**src/rtl/pwm_mod_pkg.sv**
```systemverilog
package pwm_mod_pkg;
   // register select codes on the write port
   localparam int unsigned REG_PRESCALE = 0;
   localparam int unsigned REG_COMPARE  = 1;
   localparam int unsigned REG_CONTROL  = 2;
   localparam int unsigned REG_FLAGCLR  = 3;
endpackage

```
**src/rtl/pwm_mod_regs.sv**
```systemverilog
module pwm_mod_regs
   import pwm_mod_pkg::*;
#(
   parameter int DATA_W = 8,
   parameter int ADDR_W = 2,
   parameter int CNT_W  = 8,
   parameter int PRE_W  = 8
) (
   input  logic              clk,
   input  logic              rst_n,
   input  logic              wr_en,
   input  logic [ADDR_W-1:0] wr_addr,
   input  logic [DATA_W-1:0] wr_data,
   input  logic              wrap,
   output logic [PRE_W-1:0]  pre_act,
   output logic [CNT_W-1:0]  cmp_act,
   output logic [CNT_W-1:0]  cmp_next,
   output logic              out_en,
   output logic              ovf_flag
);
   localparam logic [CNT_W-1:0] CMP_OFF = '1;

   logic [PRE_W-1:0] pre_stage;
   logic [CNT_W-1:0] cmp_stage;
   logic             sel_pre, sel_cmp, sel_ctl, sel_clr;

   always_comb begin
      sel_pre = wr_en && (wr_addr == ADDR_W'(REG_PRESCALE));
      sel_cmp = wr_en && (wr_addr == ADDR_W'(REG_COMPARE));
      sel_ctl = wr_en && (wr_addr == ADDR_W'(REG_CONTROL));
      sel_clr = wr_en && (wr_addr == ADDR_W'(REG_FLAGCLR));
   end

   // compare value that is in use after the coming edge
   assign cmp_next = wrap ? cmp_stage : cmp_act;

   always_ff @(posedge clk or negedge rst_n) begin
      if (!rst_n) begin
         pre_stage <= '0;
         pre_act   <= '0;
         cmp_stage <= CMP_OFF;
         cmp_act   <= CMP_OFF;
         out_en    <= 1'b0;
         ovf_flag  <= 1'b0;
      end else begin
         if (sel_pre) pre_stage <= wr_data[PRE_W-1:0];
         if (sel_cmp) cmp_stage <= wr_data[CNT_W-1:0];
         if (sel_ctl) out_en    <= wr_data[0];
         if (wrap) begin
            pre_act <= pre_stage;
            cmp_act <= cmp_stage;
         end
         if (wrap)                     ovf_flag <= 1'b1;
         else if (sel_clr && wr_data[0]) ovf_flag <= 1'b0;
      end
   end
endmodule

```
**src/rtl/pwm_mod_prescale.sv**
```systemverilog
module pwm_mod_prescale #(
   parameter int PRE_W = 8
) (
   input  logic             clk,
   input  logic             rst_n,
   input  logic             tick,
   input  logic [PRE_W-1:0] pre_act,
   output logic             step
);
   logic [PRE_W-1:0] pcnt;

   assign step = tick && (pcnt == pre_act);

   always_ff @(posedge clk or negedge rst_n) begin
      if (!rst_n)    pcnt <= '0;
      else if (step) pcnt <= '0;
      else if (tick) pcnt <= pcnt + 1'b1;
   end
endmodule

```
**src/rtl/pwm_mod_count.sv**
```systemverilog
module pwm_mod_count #(
   parameter int CNT_W = 8
) (
   input  logic             clk,
   input  logic             rst_n,
   input  logic             step,
   output logic [CNT_W-1:0] cnt,
   output logic [CNT_W-1:0] cnt_nxt,
   output logic             wrap
);
   localparam int unsigned    LAST  = (2 ** CNT_W) - 2;
   localparam logic [CNT_W-1:0] CLAST = CNT_W'(LAST);

   assign wrap    = step && (cnt == CLAST);
   assign cnt_nxt = wrap ? '0 : cnt + 1'b1;

   always_ff @(posedge clk or negedge rst_n) begin
      if (!rst_n)    cnt <= '0;
      else if (step) cnt <= cnt_nxt;
   end
endmodule

```
**src/rtl/pwm_mod_wave.sv**
```systemverilog
module pwm_mod_wave #(
   parameter int CNT_W = 8
) (
   input  logic             clk,
   input  logic             rst_n,
   input  logic             step,
   input  logic [CNT_W-1:0] cnt_nxt,
   input  logic [CNT_W-1:0] cmp_next,
   input  logic             force_hi,
   input  logic             out_en,
   output logic             lvl,
   output logic             pwm_out,
   output logic             pwm_oe
);
   always_ff @(posedge clk or negedge rst_n) begin
      if (!rst_n) lvl <= 1'b0;
      else if (step) begin
         // match sets, zero clears; set wins when both apply
         if (cnt_nxt == cmp_next) lvl <= 1'b1;
         else if (cnt_nxt == '0)  lvl <= 1'b0;
      end
   end

   assign pwm_out = force_hi | lvl;
   assign pwm_oe  = out_en;
endmodule

```
**src/rtl/pwm_mod_gen.sv**
```systemverilog
module pwm_mod_gen #(
   parameter int DATA_W = 8,
   parameter int ADDR_W = 2,
   parameter int CNT_W  = 8,
   parameter int PRE_W  = 8
) (
   input  logic              clk,
   input  logic              rst_n,
   input  logic              clk_en,
   input  logic              idle,
   input  logic              pdown,
   input  logic              wr_en,
   input  logic [ADDR_W-1:0] wr_addr,
   input  logic [DATA_W-1:0] wr_data,
   output logic              pwm_out,
   output logic              pwm_oe,
   output logic              ovf_irq
);
   if (CNT_W < 2 || CNT_W > DATA_W) begin : g_bad_cnt
      $error("pwm_mod_gen: CNT_W must lie in 2..DATA_W");
   end
   if (PRE_W < 1 || PRE_W > DATA_W) begin : g_bad_pre
      $error("pwm_mod_gen: PRE_W must lie in 1..DATA_W");
   end
   if (ADDR_W < 2) begin : g_bad_addr
      $error("pwm_mod_gen: ADDR_W must be at least 2");
   end

   logic             force_hi, tick, step, wrap, lvl, out_en;
   logic [PRE_W-1:0] pre_act;
   logic [CNT_W-1:0] cnt, cnt_nxt, cmp_act, cmp_next;

   assign force_hi = idle | pdown;
   assign tick     = clk_en & ~force_hi;

   pwm_mod_regs #(.DATA_W(DATA_W), .ADDR_W(ADDR_W), .CNT_W(CNT_W), .PRE_W(PRE_W)) regs_i (
      .clk(clk), .rst_n(rst_n), .wr_en(wr_en), .wr_addr(wr_addr), .wr_data(wr_data),
      .wrap(wrap), .pre_act(pre_act), .cmp_act(cmp_act), .cmp_next(cmp_next),
      .out_en(out_en), .ovf_flag(ovf_irq)
   );

   pwm_mod_prescale #(.PRE_W(PRE_W)) pre_i (
      .clk(clk), .rst_n(rst_n), .tick(tick), .pre_act(pre_act), .step(step)
   );

   pwm_mod_count #(.CNT_W(CNT_W)) cnt_i (
      .clk(clk), .rst_n(rst_n), .step(step), .cnt(cnt), .cnt_nxt(cnt_nxt), .wrap(wrap)
   );

   pwm_mod_wave #(.CNT_W(CNT_W)) wave_i (
      .clk(clk), .rst_n(rst_n), .step(step), .cnt_nxt(cnt_nxt), .cmp_next(cmp_next),
      .force_hi(force_hi), .out_en(out_en), .lvl(lvl), .pwm_out(pwm_out), .pwm_oe(pwm_oe)
   );
endmodule

```
**config.mk**
```make
export PLATFORM = sky130hd
export DESIGN_NAME = pwm_mod_gen
export DESIGN_NICKNAME = d
export VERILOG_FILES = /design/src/rtl/pwm_mod_pkg.sv /design/src/rtl/pwm_mod_regs.sv /design/src/rtl/pwm_mod_prescale.sv /design/src/rtl/pwm_mod_count.sv /design/src/rtl/pwm_mod_wave.sv /design/src/rtl/pwm_mod_gen.sv
export SDC_FILE = /design/constraint.sdc
export NUM_CORES = 1
export LEC_CHECK = 0
export ABC_AREA = 1
export BUFFER_PORTS_ARGS = -buffer_cell sky130_fd_sc_hd__buf_2
export CORE_MARGIN = 1
export CORE_UTILIZATION = 25
export DETAILED_ROUTE_END_ITERATION = 7
export GPL_ROUTABILITY_DRIVEN = 0
export REMOVE_ABC_BUFFERS = 1
export SLEW_MARGIN = 20
export SYNTH_ARGS = -nofsm -noshare
export SYNTH_HDL_FRONTEND = slang
export SYNTH_SLANG_ARGS = --single-unit
```
**constraint.sdc**
```tcl
create_clock -name clk -period 4.9 [get_ports clk]
set_input_delay 0.49 -clock clk [delete_from_list [all_inputs] [get_ports clk]]
set_output_delay 0.49 -clock clk [all_outputs]
set_load 0.005 [all_outputs]
```
==> results.md <==
* Status: complete, no violations
* Post-synth ARST share at 1.00
* Main synth FF type: dfrtp_1
* Post-synthesis instance area at 2750 um^2
* Layout Skew at 0.00914 ns
* Fin Hold WS at 0.272 ns
* Grt ovf at 0
* Antenna Nets Post-Route at 0
* Critical Path Source: cnt_i.cnt[0]
* Worst-Skew Late Latency at 0.31 ns
* Maximum fanout along the worst path at 33
* Pleak at 1.61 nW
* CTS resizes at 0
* Synth top cells by count: nand2_1 (96), inv_1 (56), dfrtp_1 (35)
* Most used standard cell by instance count after synthesis: nand2_1
* Post-Route WL at 6080 um
* Number of flops mapped to enable cells by yosys at 0
* Share of layout cells above drive strength 1 at 0.180
* Mapped Cells at 353
* Design area at 3090 um^2
* CTS Buf Count at 5
* Die ar. at 11400 um^2
* Slew Limit Headroom at 0.577
* Area leader, netlist: dfrtp_1
* Cell Area, Placed at 2980 um^2
* Drt via density at 4.42
* I/O pin count at 19
* Worst setup path endpoint: wave_i.lvl
* Sequential share of the synthesized area at 0.472
* Drt drc at 0
* Hold Vio Cnt, Final at 0
* Final worst setup slack at 2.42 ns
* Fin crit period at 2.48 ns
* Final setup violation count at 0
* Netlist cell types at 30
* Max Freq at 402 MHz
* Critical path data arrival time at 2.74 ns
* Setup bufs post-CTS at 0
* Routed length per instance at 12.0 um
* GRT Total Usage at 0.119
* First-pass DRT Iterations at 4
* Worst-case clock buffer depth at 2
* RSZ-0062 raised after global routing: false
* Pwr Density at 308 nW/um^2
* Vias in the first global route at 2252
* Largest cells by area after synthesis: dfrtp_1 (32%), dfstp_2 (15%), nand2_1 (13%)
* CTS root buffer: clkbuf_8
* Crit Reg-Reg Endpoint: wave_i.lvl
* CTS tree: built
* Detailed placement HPWL at 4550 um
* Synth top area share at 0.319
* Ys Warns at 0
* Slew Viols, Final at 0
* Vias post-DR at 2250
* Crit path kind: flop to flop
* DR iter-0 viols at 134
* Worst slack at placement at 2.46 ns
* Worst Tran Pin Value at 0.635 ns
* Avg Cell Area, Syn at 7.78 um^2
* Starting Density at 0.262
* Core area at 10500 um^2
* Post-synthesis register bit count at 51
* Largest net degree at the start of global routing at 52
* Worst VDD drop at 0.116 mV
* Total negative slack at 0 ns
* Die width at 107 um
* Synth-to-Final Area Change at 12.5%
* Port bufs at 18
* Max-cap viol count at 0
* Sink Count at 51
* Die H at 107 um
* N_diodes at 0
* CTS clock-pin slew for the worst setup and hold paths at 0.10 ns
* Worst hold path class: input pin to asynchronous set/reset pin
* Filler Cell Count at 1169
* Data required, critical path at 5.16 ns
* Startpoint Class: flop
* Utilization after layout at 0.295
* Final nets at 391
* Cell Rows at 37
* FF-to-FF setup slack at 2.42 ns
* FF-to-FF Start: cnt_i.cnt[0]
* Global-route wire length before repair at 10500 um
* # hold bufs at CTS at 0
* Reg2Reg Depth at 12
* Initial antenna violation count at 0
* H-tree Lvls at 2
* Setup crit end kind: flop
* Final Cycle Share at 0.507
[layout by cell type (no fill, tap or decap), types with 2 or more instances in the layout]
| cell type | Yosys | final |
|---|---|---|
| dfstp_2 | 16 | 16 |
| nand2_1 | 96 | 96 |
| nor2_2 | 2 | 2 |
| a21oi_1 | 13 | 13 |
| nand2_2 | 8 | 8 |
| dfrtp_1 | 35 | 35 |
| nor3_1 | 5 | 5 |
| buf_2 | 2 | 18 |
| inv_2 | 4 | 4 |
| nor2_4 | 2 | 2 |
| o21ai_0 | 30 | 30 |
| clkbuf_8 | 0 | 5 |
| xnor2_1 | 4 | 4 |
| nand4_1 | 14 | 14 |
| xor2_1 | 5 | 5 |
| nor2_1 | 26 | 26 |
| a21oi_2 | 3 | 3 |
| ha_1 | 3 | 3 |
| inv_1 | 56 | 56 |
| nand3_1 | 16 | 16 |
[cells by family after synthesis]
family                     share of synthesized area
AOI/OAI and AO/OA                             0.0925
xor gates and xnor gates                      0.0287
adders and majority gates                     0.0137
buffers and inverters                         0.0953
DFF                                            0.472
and+or+nand+nor                                0.298
[flip-flops by register name, indices dropped and copies added (netlist names)]
signal,count
regs_i.pre_stage,8
regs_i.out_en,1
cnt_i.cnt,8
regs_i.cmp_stage,8
pre_i.pcnt,8
wave_i.lvl,1
regs_i.cmp_act,8
regs_i.ovf_flag,1
regs_i.pre_act,8
[area by class of cell]
cell class / count / area, um^2 / area share
well taps: 136 / 170 / 0.0551
flip-flops and latches: 51 / 1300 / 0.420
clock inverters: 3 / 43.8 / 0.0142
repair buffers: 19 / 97.6 / 0.0316
inverters: 60 / 225 / 0.0729
multi-input cells: 235 / 1190 / 0.384
clock buffers: 5 / 68.8 / 0.0223
[how the worst min path moves through the flow]
stage	to	slack, ns	start	cells after the start
6_report	regs_i.ovf_flag	0.27	rst_n	2
4_1_cts	regs_i.ovf_flag	0.30	rst_n	2
2_1_floorplan	cnt_i.cnt[0]	0.19	rst_n	0
5_1_grt	regs_i.ovf_flag	0.33	rst_n	2
3_3_place_gp	regs_i.out_en	0.47	regs_i.out_en	2
3_5_place_dp	regs_i.cmp_act[1]	0.48	regs_i.cmp_act[1]	2
[layer usage]
| layer | vias to the layer above | track usage | wire [um] |
|---|---|---|---|
| li1 | 1144 | - | - |
| met1 | 1058 | 0.149 | 2910 |
| met2 | 40 | 0.193 | 2880 |
| met3 | 8 | 0.0231 | 185 |
| met4 | 0 | 0.0626 | 110 |
| met5 | - | 0 | 0 |
[worst max-delay path, cell delays in order, from the launching register on]
cell and delay, ns:
dfrtp_1 0.43, inv_1 0.12, ha_1 0.16, nand4_1 0.12, nor2_2 0.43, nand3_4 0.43, nand2_1 0.26, inv_1 0.07
a21oi_2 0.13, nand2_1 0.05, nor2_1 0.10, nand2_1 0.06, nand2_1 0.06
[power breakdown]
| part | internal, mW | leakage [nW] | switching (mW) |
|---|---|---|---|
| clock | 0.152 | 0.0581 | 0.147 |
| combinational | 0.0533 | 0.966 | 0.0862 |
| sequential | 0.471 | 0.586 | 0.0411 |
| total | 0.676 | 1.61 | 0.274 |
[through the flow]
| step | total power, mW | cells |
|---|---|---|
| after floorplan | 0.610 | 346 |
| after global placement | 0.656 | 501 |
| after detailed placement | 0.661 | 501 |
| after CTS | 0.964 | 509 |
| after global routing | 1.01 | 509 |
| final | 0.950 | 509 |
Note: power is estimated with default switching activity, not from simulation.
